===== src/rtl/rbus_age_node.sv =====
module rbus_age_node #(
  parameter int SEQ_W = 6,
  parameter int IDX_W = 4
) (
  input  logic             a_v,
  input  logic [SEQ_W-1:0] a_seq,
  input  logic [IDX_W-1:0] a_idx,
  input  logic             b_v,
  input  logic [SEQ_W-1:0] b_seq,
  input  logic [IDX_W-1:0] b_idx,
  output logic             o_v,
  output logic [SEQ_W-1:0] o_seq,
  output logic [IDX_W-1:0] o_idx
);

  logic [SEQ_W-1:0] diff;
  logic             b_first;

  // b beats a only when strictly older; a (lower index side) keeps ties
  always_comb begin
    diff    = b_seq - a_seq;
    b_first = b_v && (!a_v || diff[SEQ_W-1]);
    o_v     = a_v || b_v;
    o_seq   = b_first ? b_seq : a_seq;
    o_idx   = b_first ? b_idx : a_idx;
  end

endmodule


===== src/rtl/rbus_age_tree.sv =====
module rbus_age_tree #(
  parameter int N_PORT = 11,
  parameter int SEQ_W  = 6,
  parameter int IDX_W  = 4
) (
  input  logic [N_PORT-1:0]       req_v,
  input  logic [N_PORT*SEQ_W-1:0] req_seq,
  output logic                    win_v,
  output logic [IDX_W-1:0]        win_idx
);

  localparam int N_LEAF = 1 << IDX_W;

  // heap layout: node k fed by 2k and 2k+1, leaves at N_LEAF..2*N_LEAF-1
  logic             nv   [2*N_LEAF];
  logic [SEQ_W-1:0] nseq [2*N_LEAF];
  logic [IDX_W-1:0] nidx [2*N_LEAF];

  assign nv[0]   = 1'b0;
  assign nseq[0] = '0;
  assign nidx[0] = '0;

  for (genvar i = 0; i < N_LEAF; i++) begin : g_leaf
    if (i < N_PORT) begin : g_used
      assign nv[N_LEAF+i]   = req_v[i];
      assign nseq[N_LEAF+i] = req_seq[i*SEQ_W +: SEQ_W];
    end else begin : g_pad
      assign nv[N_LEAF+i]   = 1'b0;
      assign nseq[N_LEAF+i] = '0;
    end
    assign nidx[N_LEAF+i] = IDX_W'(i);
  end

  for (genvar k = 1; k < N_LEAF; k++) begin : g_node
    rbus_age_node #(.SEQ_W(SEQ_W), .IDX_W(IDX_W)) node_i (
      .a_v   (nv[2*k]),
      .a_seq (nseq[2*k]),
      .a_idx (nidx[2*k]),
      .b_v   (nv[2*k+1]),
      .b_seq (nseq[2*k+1]),
      .b_idx (nidx[2*k+1]),
      .o_v   (nv[k]),
      .o_seq (nseq[k]),
      .o_idx (nidx[k])
    );
  end

  assign win_v   = nv[1];
  assign win_idx = nidx[1];

endmodule


===== src/rtl/rbus_tag_map.sv =====
module rbus_tag_map #(
  parameter int N_LOAD    = 6,
  parameter int N_MUL     = 2,
  parameter int N_ADD     = 3,
  parameter int TAG_W     = 4,
  parameter int IDX_W     = 4,
  parameter int LOAD_TAG0 = 1,
  parameter int MUL_TAG0  = 8,
  parameter int ADD_TAG0  = 10
) (
  input  logic [IDX_W-1:0] idx,
  output logic [TAG_W-1:0] tag
);

  localparam int N_PORT = N_LOAD + N_MUL + N_ADD;
  localparam int N_LEAF = 1 << IDX_W;

  logic [TAG_W-1:0] lut [N_LEAF];

  for (genvar p = 0; p < N_LEAF; p++) begin : g_lut
    if (p < N_LOAD) begin : g_load
      assign lut[p] = TAG_W'(LOAD_TAG0 + p);
    end else if (p < N_LOAD + N_MUL) begin : g_mul
      assign lut[p] = TAG_W'(MUL_TAG0 + p - N_LOAD);
    end else if (p < N_PORT) begin : g_add
      assign lut[p] = TAG_W'(ADD_TAG0 + p - N_LOAD - N_MUL);
    end else begin : g_none
      assign lut[p] = '0;
    end
  end

  assign tag = lut[idx];

endmodule


===== src/rtl/rbus_result_arbiter.sv =====
module rbus_result_arbiter #(
  parameter int N_LOAD    = 6,
  parameter int N_MUL     = 2,
  parameter int N_ADD     = 3,
  parameter int DATA_W    = 32,
  parameter int SEQ_W     = 6,
  parameter int TAG_W     = 4,
  parameter int LOAD_TAG0 = 1,
  parameter int MUL_TAG0  = 8,
  parameter int ADD_TAG0  = 10
) (
  input  logic                                   clk,
  input  logic                                   rst,
  input  logic [N_LOAD+N_MUL+N_ADD-1:0]          req_valid_i,
  input  logic [(N_LOAD+N_MUL+N_ADD)*SEQ_W-1:0]  req_seq_i,
  input  logic [(N_LOAD+N_MUL+N_ADD)*DATA_W-1:0] req_data_i,
  output logic [N_LOAD+N_MUL+N_ADD-1:0]          grant_o,
  output logic                                   bus_valid_o,
  output logic [TAG_W-1:0]                       bus_tag_o,
  output logic [DATA_W-1:0]                      bus_data_o
);

  localparam int N_PORT = N_LOAD + N_MUL + N_ADD;
  localparam int IDX_W  = (N_PORT > 1) ? $clog2(N_PORT) : 1;
  localparam int N_LEAF = 1 << IDX_W;

  logic              win_v;
  logic [IDX_W-1:0]  win_idx;
  logic [TAG_W-1:0]  win_tag;
  logic [DATA_W-1:0] data_arr [N_LEAF];
  logic [DATA_W-1:0] win_data;

  rbus_age_tree #(.N_PORT(N_PORT), .SEQ_W(SEQ_W), .IDX_W(IDX_W)) tree_i (
    .req_v   (req_valid_i),
    .req_seq (req_seq_i),
    .win_v   (win_v),
    .win_idx (win_idx)
  );

  rbus_tag_map #(
    .N_LOAD(N_LOAD), .N_MUL(N_MUL), .N_ADD(N_ADD), .TAG_W(TAG_W), .IDX_W(IDX_W),
    .LOAD_TAG0(LOAD_TAG0), .MUL_TAG0(MUL_TAG0), .ADD_TAG0(ADD_TAG0)
  ) tag_i (
    .idx (win_idx),
    .tag (win_tag)
  );

  for (genvar p = 0; p < N_LEAF; p++) begin : g_port
    if (p < N_PORT) begin : g_used
      assign data_arr[p] = req_data_i[p*DATA_W +: DATA_W];
      assign grant_o[p]  = win_v && (win_idx == IDX_W'(p));
    end else begin : g_pad
      assign data_arr[p] = '0;
    end
  end

  assign win_data = data_arr[win_idx];

  always_ff @(posedge clk) begin
    if (rst) begin
      bus_valid_o <= 1'b0;
      bus_tag_o   <= '0;
      bus_data_o  <= '0;
    end else begin
      bus_valid_o <= win_v;
      bus_tag_o   <= win_v ? win_tag : '0;
      bus_data_o  <= win_v ? win_data : '0;
    end
  end

endmodule


===== config.mk =====
export PLATFORM = sky130hd
export DESIGN_NAME = rbus_result_arbiter
export DESIGN_NICKNAME = d
export VERILOG_FILES = /design/src/rtl/rbus_age_node.sv /design/src/rtl/rbus_age_tree.sv /design/src/rtl/rbus_tag_map.sv /design/src/rtl/rbus_result_arbiter.sv
export SDC_FILE = /design/constraint.sdc
export NUM_CORES = 1
export LEC_CHECK = 0
export BUFFER_PORTS_ARGS = -buffer_cell sky130_fd_sc_hd__buf_4
export CORE_ASPECT_RATIO = 1.1
export CORE_MARGIN = 5
export CORE_UTILIZATION = 40
export DETAILED_ROUTE_END_ITERATION = 16
export PLACE_DENSITY_LB_ADDON = 0.2
export SLEW_MARGIN = 20
export SYNTH_ARGS = -nofsm -noshare
export SYNTH_HDL_FRONTEND = slang
export SYNTH_HIERARCHICAL = 1
export SYNTH_SLANG_ARGS = --single-unit

===== constraint.sdc =====
create_clock -name clk -period 16.5 [get_ports clk]
set_clock_uncertainty 0.15 [all_clocks]
set_input_delay 3.3 -clock clk [delete_from_list [all_inputs] [get_ports clk]]
set_output_delay 3.3 -clock clk [all_outputs]
set_load 0.1 [all_outputs]

==> results_dict.tcl, run 1 <==
set metrics [dict create \
    status "finished clean" \
    die_h_um 226 \
    cts_made_buffers 5 \
    hpwl_mm 55.5 \
    max_slew.worst_pin.slew_ns 1.06 \
    postCtsHoldBufs 0 \
    ctsResizeCount 0 \
    io_buffers 478 \
    fmax_mhz 65.5 \
    cts_tree "built" \
    tns_ns 0 \
    cp_max_fo 19 \
    fin_crit_sh 0.926 \
    arrival_ns 11.82 \
    drive_gt1_frac 0.230 \
    max-cap-violations 0 \
    start_kind "input pin" \
    path_clk_slew_ns 0.05 \
    grt_pass1_vias 18237 \
    cts_buffer_depth 2 \
    overflow 0 \
    period_minus_slack_ns 15.27 \
    grt_use_total 0.278 \
    dr.first_iter.drc_count 1465 \
    maxSlewHeadroom 0.292 \
    syn_area_um2 16900 \
    multi_input_area_um2 15500 \
    crit_type "input pin to output port" \
    postCtsSetupBuffers 0 \
    ant_nets 0 \
    grt_pass1_wl_mm 104 \
    hold_path_class "input pin to register" \
    grtUsageMet3 0.0592 \
    vias 19615 \
    rows 79 \
    seq_area_um2 741 \
    vias_per_cell 5.70 \
    grt_max_degree 63 \
    drc 0 \
    h-tree-depth 2 \
    area_growth_pct 25.6 \
    fin_nets 3347 \
    most-common-layout-cells "489 x buf_4, 382 x nand2_1, 343 x mux2i_1" \
    hold_violations 0 \
    setup-violations-final 0 \
    globalRouteMet2Util 0.467 \
    hp-start "rst" \
    end_kind "output port" \
    core_um2 42000 \
    fillCellCount 4157 \
    worstPathRequired_ns 13.05 \
    grt.busiest_layer "met2" \
    layout.cells.most_common "buf_4" \
    slew_viol_final 0 \
    die_x_um 206 \
    wl_mm 69.2 \
    ys_warn_count 6 \
    cts_sinks 37 \
    post_drt_wl_per_cell_um 20.1 \
    drt_first_pass_iters 8 \
    place.gp.congestion 0.899 \
    die_area_um2 46400 \
    grtUsageMet1 0.346 \
    cp-startpoint "req_seq_i[28]" \
    avgSynthCellArea_um2 7.26 \
    rsz0062_at_grt "no" \
    cts.root.buffer_cell "clkbuf_16" \
    initial_utilization 0.402 \
    postSynthCellCount 2327 \
    antenna_found_initial 25 \
    io_pins 479 \
]
[layout make-up]
type                            instances  area share
Clock inverter                          1     0.00142
Tap cell                              567      0.0334
Timing Repair Buffer                  489       0.173
Sequential cell                        37      0.0349
Multi-Input combinational cell       2211       0.729
Inverter                              109      0.0193
Clock buffer                            7     0.00672
Antenna cell                           22     0.00259
[worst max-delay path, cell delays in order]
cell and delay (ns):
buf_4 0.10, inv_1 0.04, ha_1 0.33, a21oi_1 0.15, o21a_1 0.81, mux2i_1 0.28, nand4_1 0.22, inv_1 0.11
ha_1 0.27, a21oi_1 0.15, o21a_1 0.81, mux2i_1 0.27, nand4_1 0.22, ha_1 0.39, a21oi_1 0.14, o21a_1 0.82
mux2i_1 0.27, nand4_1 0.13, inv_1 0.09, ha_1 0.25, a21oi_1 0.15, o21a_1 0.43, mux2i_1 0.24, nand4_1 0.54
nand3b_1 0.44, nor2_1 0.46, buf_4 0.39
[state kept, by name, summed over array words and instances (netlist names)]
name         count
bus_data_o      32
bus_tag_o        4
bus_valid_o      1
[through the flow]
step | instances | hold slack [ns] | area (µm²) | util | worst slack (ns)
after floorplan | 2569 | 3.40 | 17800 | - | 1.73
after global placement | 3413 | 3.55 | 21000 | 0.500 | 1.57
after detailed placement | 3413 | 3.56 | 21000 | 0.500 | 1.42
after CTS | 3421 | 3.25 | 21200 | 0.504 | 1.40
after global routing | 3439 | 3.27 | 21200 | 0.505 | 0.569
final | 3443 | 3.26 | 21200 | 0.505 | 1.23
[path summary, 6_finish.rpt]
kind | endpoint | slack, ns | cells past startpoint
worst max-delay path | grant_o[10] | 1.23 | 27
worst min-delay path | bus_valid_o | 3.26 | 2
[layer usage]
metal  vias up  routed length, µm
met5         -                 41
met4         6               2550
met3       113               5080
met2       638              34100
met1      9336              27500
li1       9522                  -
Power of run 1 is not shown: default switching activity piles up to over one toggle a cycle in this logic, so the estimate is an artifact.
==> run 2: changes to the inputs <==
clock period = 16 ns   (was 16.5 ns; I/O delays follow)
==> run 2 against run 1 <==
Against the previous run: critical path depth fell by 1; cell area barely moved; hold slack got worse by 0.074 ns; setup slack got worse by 0.12 ns; critical endpoint is now grant_o[0]; largest cell class unchanged.
==> results_dict.tcl, run 2 (synthesis gave the netlist of run 1 again) <==
set metrics [dict create \
    cts_sinks 37 \
    path_clk_slew_ns 0.07 \
    wl_met3_mm 5.13 \
    place.gp.congestion 0.936 \
    dr.first_iter.drc_count 1425 \
    cts_tree "built" \
    ctsResizeCount 0 \
    largest_reg_flops 32 \
    io_buffers 478 \
    place_inst 3419 \
    fillCellCount 4142 \
    overflow 0 \
    registers.top_by_ff_count "bus_data_o" \
    crit_slowest_cell "o21a_1" \
    vias 19610 \
    rows 79 \
    die_h_um 226 \
    reg_top3 "bus_data_o (32), bus_tag_o (4), bus_valid_o (1)" \
    stdcell_count 3444 \
    grt_pass1_wl_mm 104 \
    area_growth_pct 25.6 \
    most-common-layout-cells "495 x buf_4, 382 x nand2_1, 343 x mux2i_1" \
    status "finished clean" \
    routed-wl-met2_mm 34.2 \
    post_drt_wl_per_cell_um 20.3 \
    whs_path_depth 4 \
    crit_path_max_incr_delay_ns 0.83 \
    met1_length_mm 28.1 \
    cts.root.buffer_cell "clkbuf_16" \
    ant_nets 0 \
    grt_use_total 0.278 \
    max_slew.worst_pin.slew_ns 1.07 \
    tns_ns 0 \
    start_kind "input pin" \
    layout.cells.most_common "buf_4" \
    h-tree-depth 2 \
    critPathBufInv 4 \
    initial_utilization 0.402 \
    fin_nets 3353 \
    period_minus_slack_ns 14.89 \
    cts_made_buffers 5 \
    cp_max_fo 19 \
    die_x_um 206 \
    drc 0 \
    worstPathRequired_ns 12.65 \
    path_delay_family "compound AO/OA/AOI/OAI gates" \
    max-cap-violations 0 \
    maxSlewHeadroom 0.290 \
    hold_violations 0 \
    drt_first_pass_iters 6 \
    top_layer_used "met5" \
    grt_pass1_vias 18189 \
    wl_mm 70.1 \
    die_area_um2 46400 \
    rsz0062_at_grt "no" \
    drive_gt1_frac 0.232 \
    vias_per_cell 5.69 \
    postCtsHoldBufs 0 \
    slew_viol_final 0 \
    crit_type "input pin to output port" \
    hold_path_class "input pin to register" \
    core_um2 42000 \
    end_kind "output port" \
    fmax_mhz 67.2 \
    postCtsSetupBuffers 0 \
    cts_buffer_depth 2 \
    hpwl_mm 55.9 \
    io_pins 479 \
    grt_max_degree 56 \
    arrival_ns 11.54 \
    antenna_found_initial 19 \
    cp.depth 26 \
    fin_crit_sh 0.931 \
    setup-violations-final 0 \
]
[run 2: metal layers]
metal / GRT usage / vias to the layer above
met1: 0.347 / 9300
li1: - / 9529
met4: 0.115 / 4
met5: 0 / -
met2: 0.464 / 664
met3: 0.0604 / 113
[run 2: metrics by stage]
| step | hold WS [ns] | utilization | worst slack (ns) | area (µm²) |
|---|---|---|---|---|
| 4_1_cts | 3.18 | 0.504 | 1.21 | 21200 |
| 3_3_place_gp | 3.48 | 0.501 | 1.57 | 21000 |
| 6_report | 3.19 | 0.505 | 1.11 | 21200 |
| 5_1_grt | 3.20 | 0.505 | 0.640 | 21200 |
| 3_5_place_dp | 3.49 | 0.501 | 1.23 | 21000 |
| 2_1_floorplan | 3.30 | - | 1.43 | 17800 |
[run 2: cell type report]
type	instances	area [µm²]	area share
Inverter	109	409	0.0193
Tap cell	567	709	0.0334
Sequential cell	37	741	0.0349
Multi-Input combinational cell	2211	15500	0.729
Clock buffer	6	129	0.00607
Antenna cell	17	42.5	0.00200
Clock inverter	2	10.0	0.000472
Timing Repair Buffer	495	3720	0.175
[run 2: path summary, 6_finish.rpt]
check,slack [ns],startpoint,endpoint
hold / removal,3.19,req_data_i[317],bus_data_o[29]
setup / recovery,1.11,req_seq_i[40],grant_o[0]
Power of run 2 is left out for the same reason.
==> run 3: changes to the inputs <==
PLACE_DENSITY_LB_ADDON = 0.15   (was 0.2)
==> run 3 against run 2 <==
Against the previous run: hold slack worse by 0.0032 ns; critical path type unchanged; die area unchanged; largest cell class unchanged; sequential cell count did not move.
==> results_dict.tcl, run 3 (synthesis gave the netlist of run 1 again) <==
set metrics [dict create \
    status "finished clean" \
    post_drt_wl_per_cell_um 21.3 \
    core_um2 42000 \
    setup-violations-final 0 \
    most-common-layout-cells "491 x buf_4, 382 x nand2_1, 343 x mux2i_1" \
    ctsResizeCount 0 \
    die_area_um2 46400 \
    slew_viol_final 0 \
    start_kind "input pin" \
    hold_path_class "input pin to register" \
    tns_ns 0 \
    die_x_um 206 \
    worstPathRequired_ns 12.65 \
    met1_length_mm 29.2 \
    antenna_found_initial 17 \
    seq_area_um2 741 \
    end_kind "output port" \
    fin_nets 3350 \
    hp-start "req_data_i[305]" \
    largest_reg_flops 32 \
    die_h_um 226 \
    crit_path_max_incr_delay_ns 0.84 \
    hold_violations 0 \
    reg_top3 "bus_data_o (32), bus_tag_o (4), bus_valid_o (1)" \
    layout.cells.most_common "buf_4" \
    min_to "bus_data_o[17]" \
    vias 19651 \
    multi_input_area_um2 15500 \
    drt_first_pass_iters 6 \
    routed-wl-met2_mm 34.8 \
    fillCellCount 4216 \
    cp_max_fo 24 \
    area_growth_pct 25.7 \
    grt_max_degree 140 \
    dr.first_iter.drc_count 1494 \
    io_buffers 478 \
    vias_per_cell 5.71 \
    path_clk_slew_ns 0.07 \
    initial_utilization 0.402 \
    crit_slowest_cell "o21a_1" \
    h-tree-depth 2 \
    cts_buffer_depth 2 \
    cts_tree "built" \
    drive_gt1_frac 0.231 \
    placed_area_um2 21000 \
    place.gp.congestion 0.943 \
    arrival_ns 11.73 \
    rows 79 \
    period_minus_slack_ns 15.08 \
    maxSlewHeadroom 0.288 \
    grt_use_total 0.292 \
    hpwl_mm 58.0 \
    top_layer_used "met5" \
    cts_sinks 37 \
    overflow 0 \
    fin_crit_sh 0.942 \
    crit_type "input pin to output port" \
    grt_pass1_wl_mm 108 \
    cts_made_buffers 5 \
    max_slew.worst_pin.slew_ns 1.07 \
    postCtsHoldBufs 0 \
    cts.root.buffer_cell "clkbuf_16" \
    drc 0 \
    registers.top_by_ff_count "bus_data_o" \
    rsz0062_at_grt "no" \
    io_pins 479 \
    wl_mm 73.2 \
    ant_nets 0 \
    wl_met3_mm 5.45 \
    fmax_mhz 66.3 \
    grt_pass1_vias 18570 \
    stdcell_count 3440 \
    max-cap-violations 0 \
    whs_path_depth 4 \
    postCtsSetupBuffers 0 \
    place_inst 3416 \
    postLayoutCellArea_um2 21200 \
]
## run 3: cell type report
cell class	count	share of cell area
Tap cell	567	0.0334
Sequential cell	37	0.0349
Clock buffer	5	0.00589
Inverter	109	0.0193
Clock inverter	3	0.00218
Antenna cell	16	0.00189
Multi-Input combinational cell	2211	0.728
Timing Repair Buffer	492	0.174
## run 3: layer usage
metal / vias to the layer above / track usage
met5: - / 0
met4: 6 / 0.153
met3: 136 / 0.0694
met2: 645 / 0.481
met1: 9340 / 0.351
li1: 9524 / -
## run 3: how the worst max path moves through the flow
stage                  start         end  slack [ns]  cells after the start
2_1_floorplan  req_seq_i[40]  grant_o[0]        1.43                     32
3_3_place_gp    req_seq_i[4]  grant_o[8]        1.23                     28
3_5_place_dp    req_seq_i[4]  grant_o[8]        1.01                     28
4_1_cts         req_seq_i[4]  grant_o[8]        1.01                     28
5_1_grt         req_seq_i[4]  grant_o[8]        0.28                     28
6_report        req_seq_i[4]  grant_o[5]        0.92                     29
## run 3: metrics by stage
stage / hold WS, ns / worst slack (ns) / util
floorplan: 3.30 / 1.43 / -
global placement: 3.48 / 1.23 / 0.501
detailed placement: 3.48 / 1.01 / 0.501
CTS: 3.17 / 1.01 / 0.505
global route: 3.20 / 0.279 / 0.505
finish: 3.18 / 0.923 / 0.506
## run 3: critical path: cells and delay by family
kind	cells	cell delay (ns)
fa+ha+maj	4	1.12
simple gates	6	1.69
compound gates	8	3.54
buf+inv	7	1.06
mux	4	1.07
Power of run 3 is left out for the same reason.
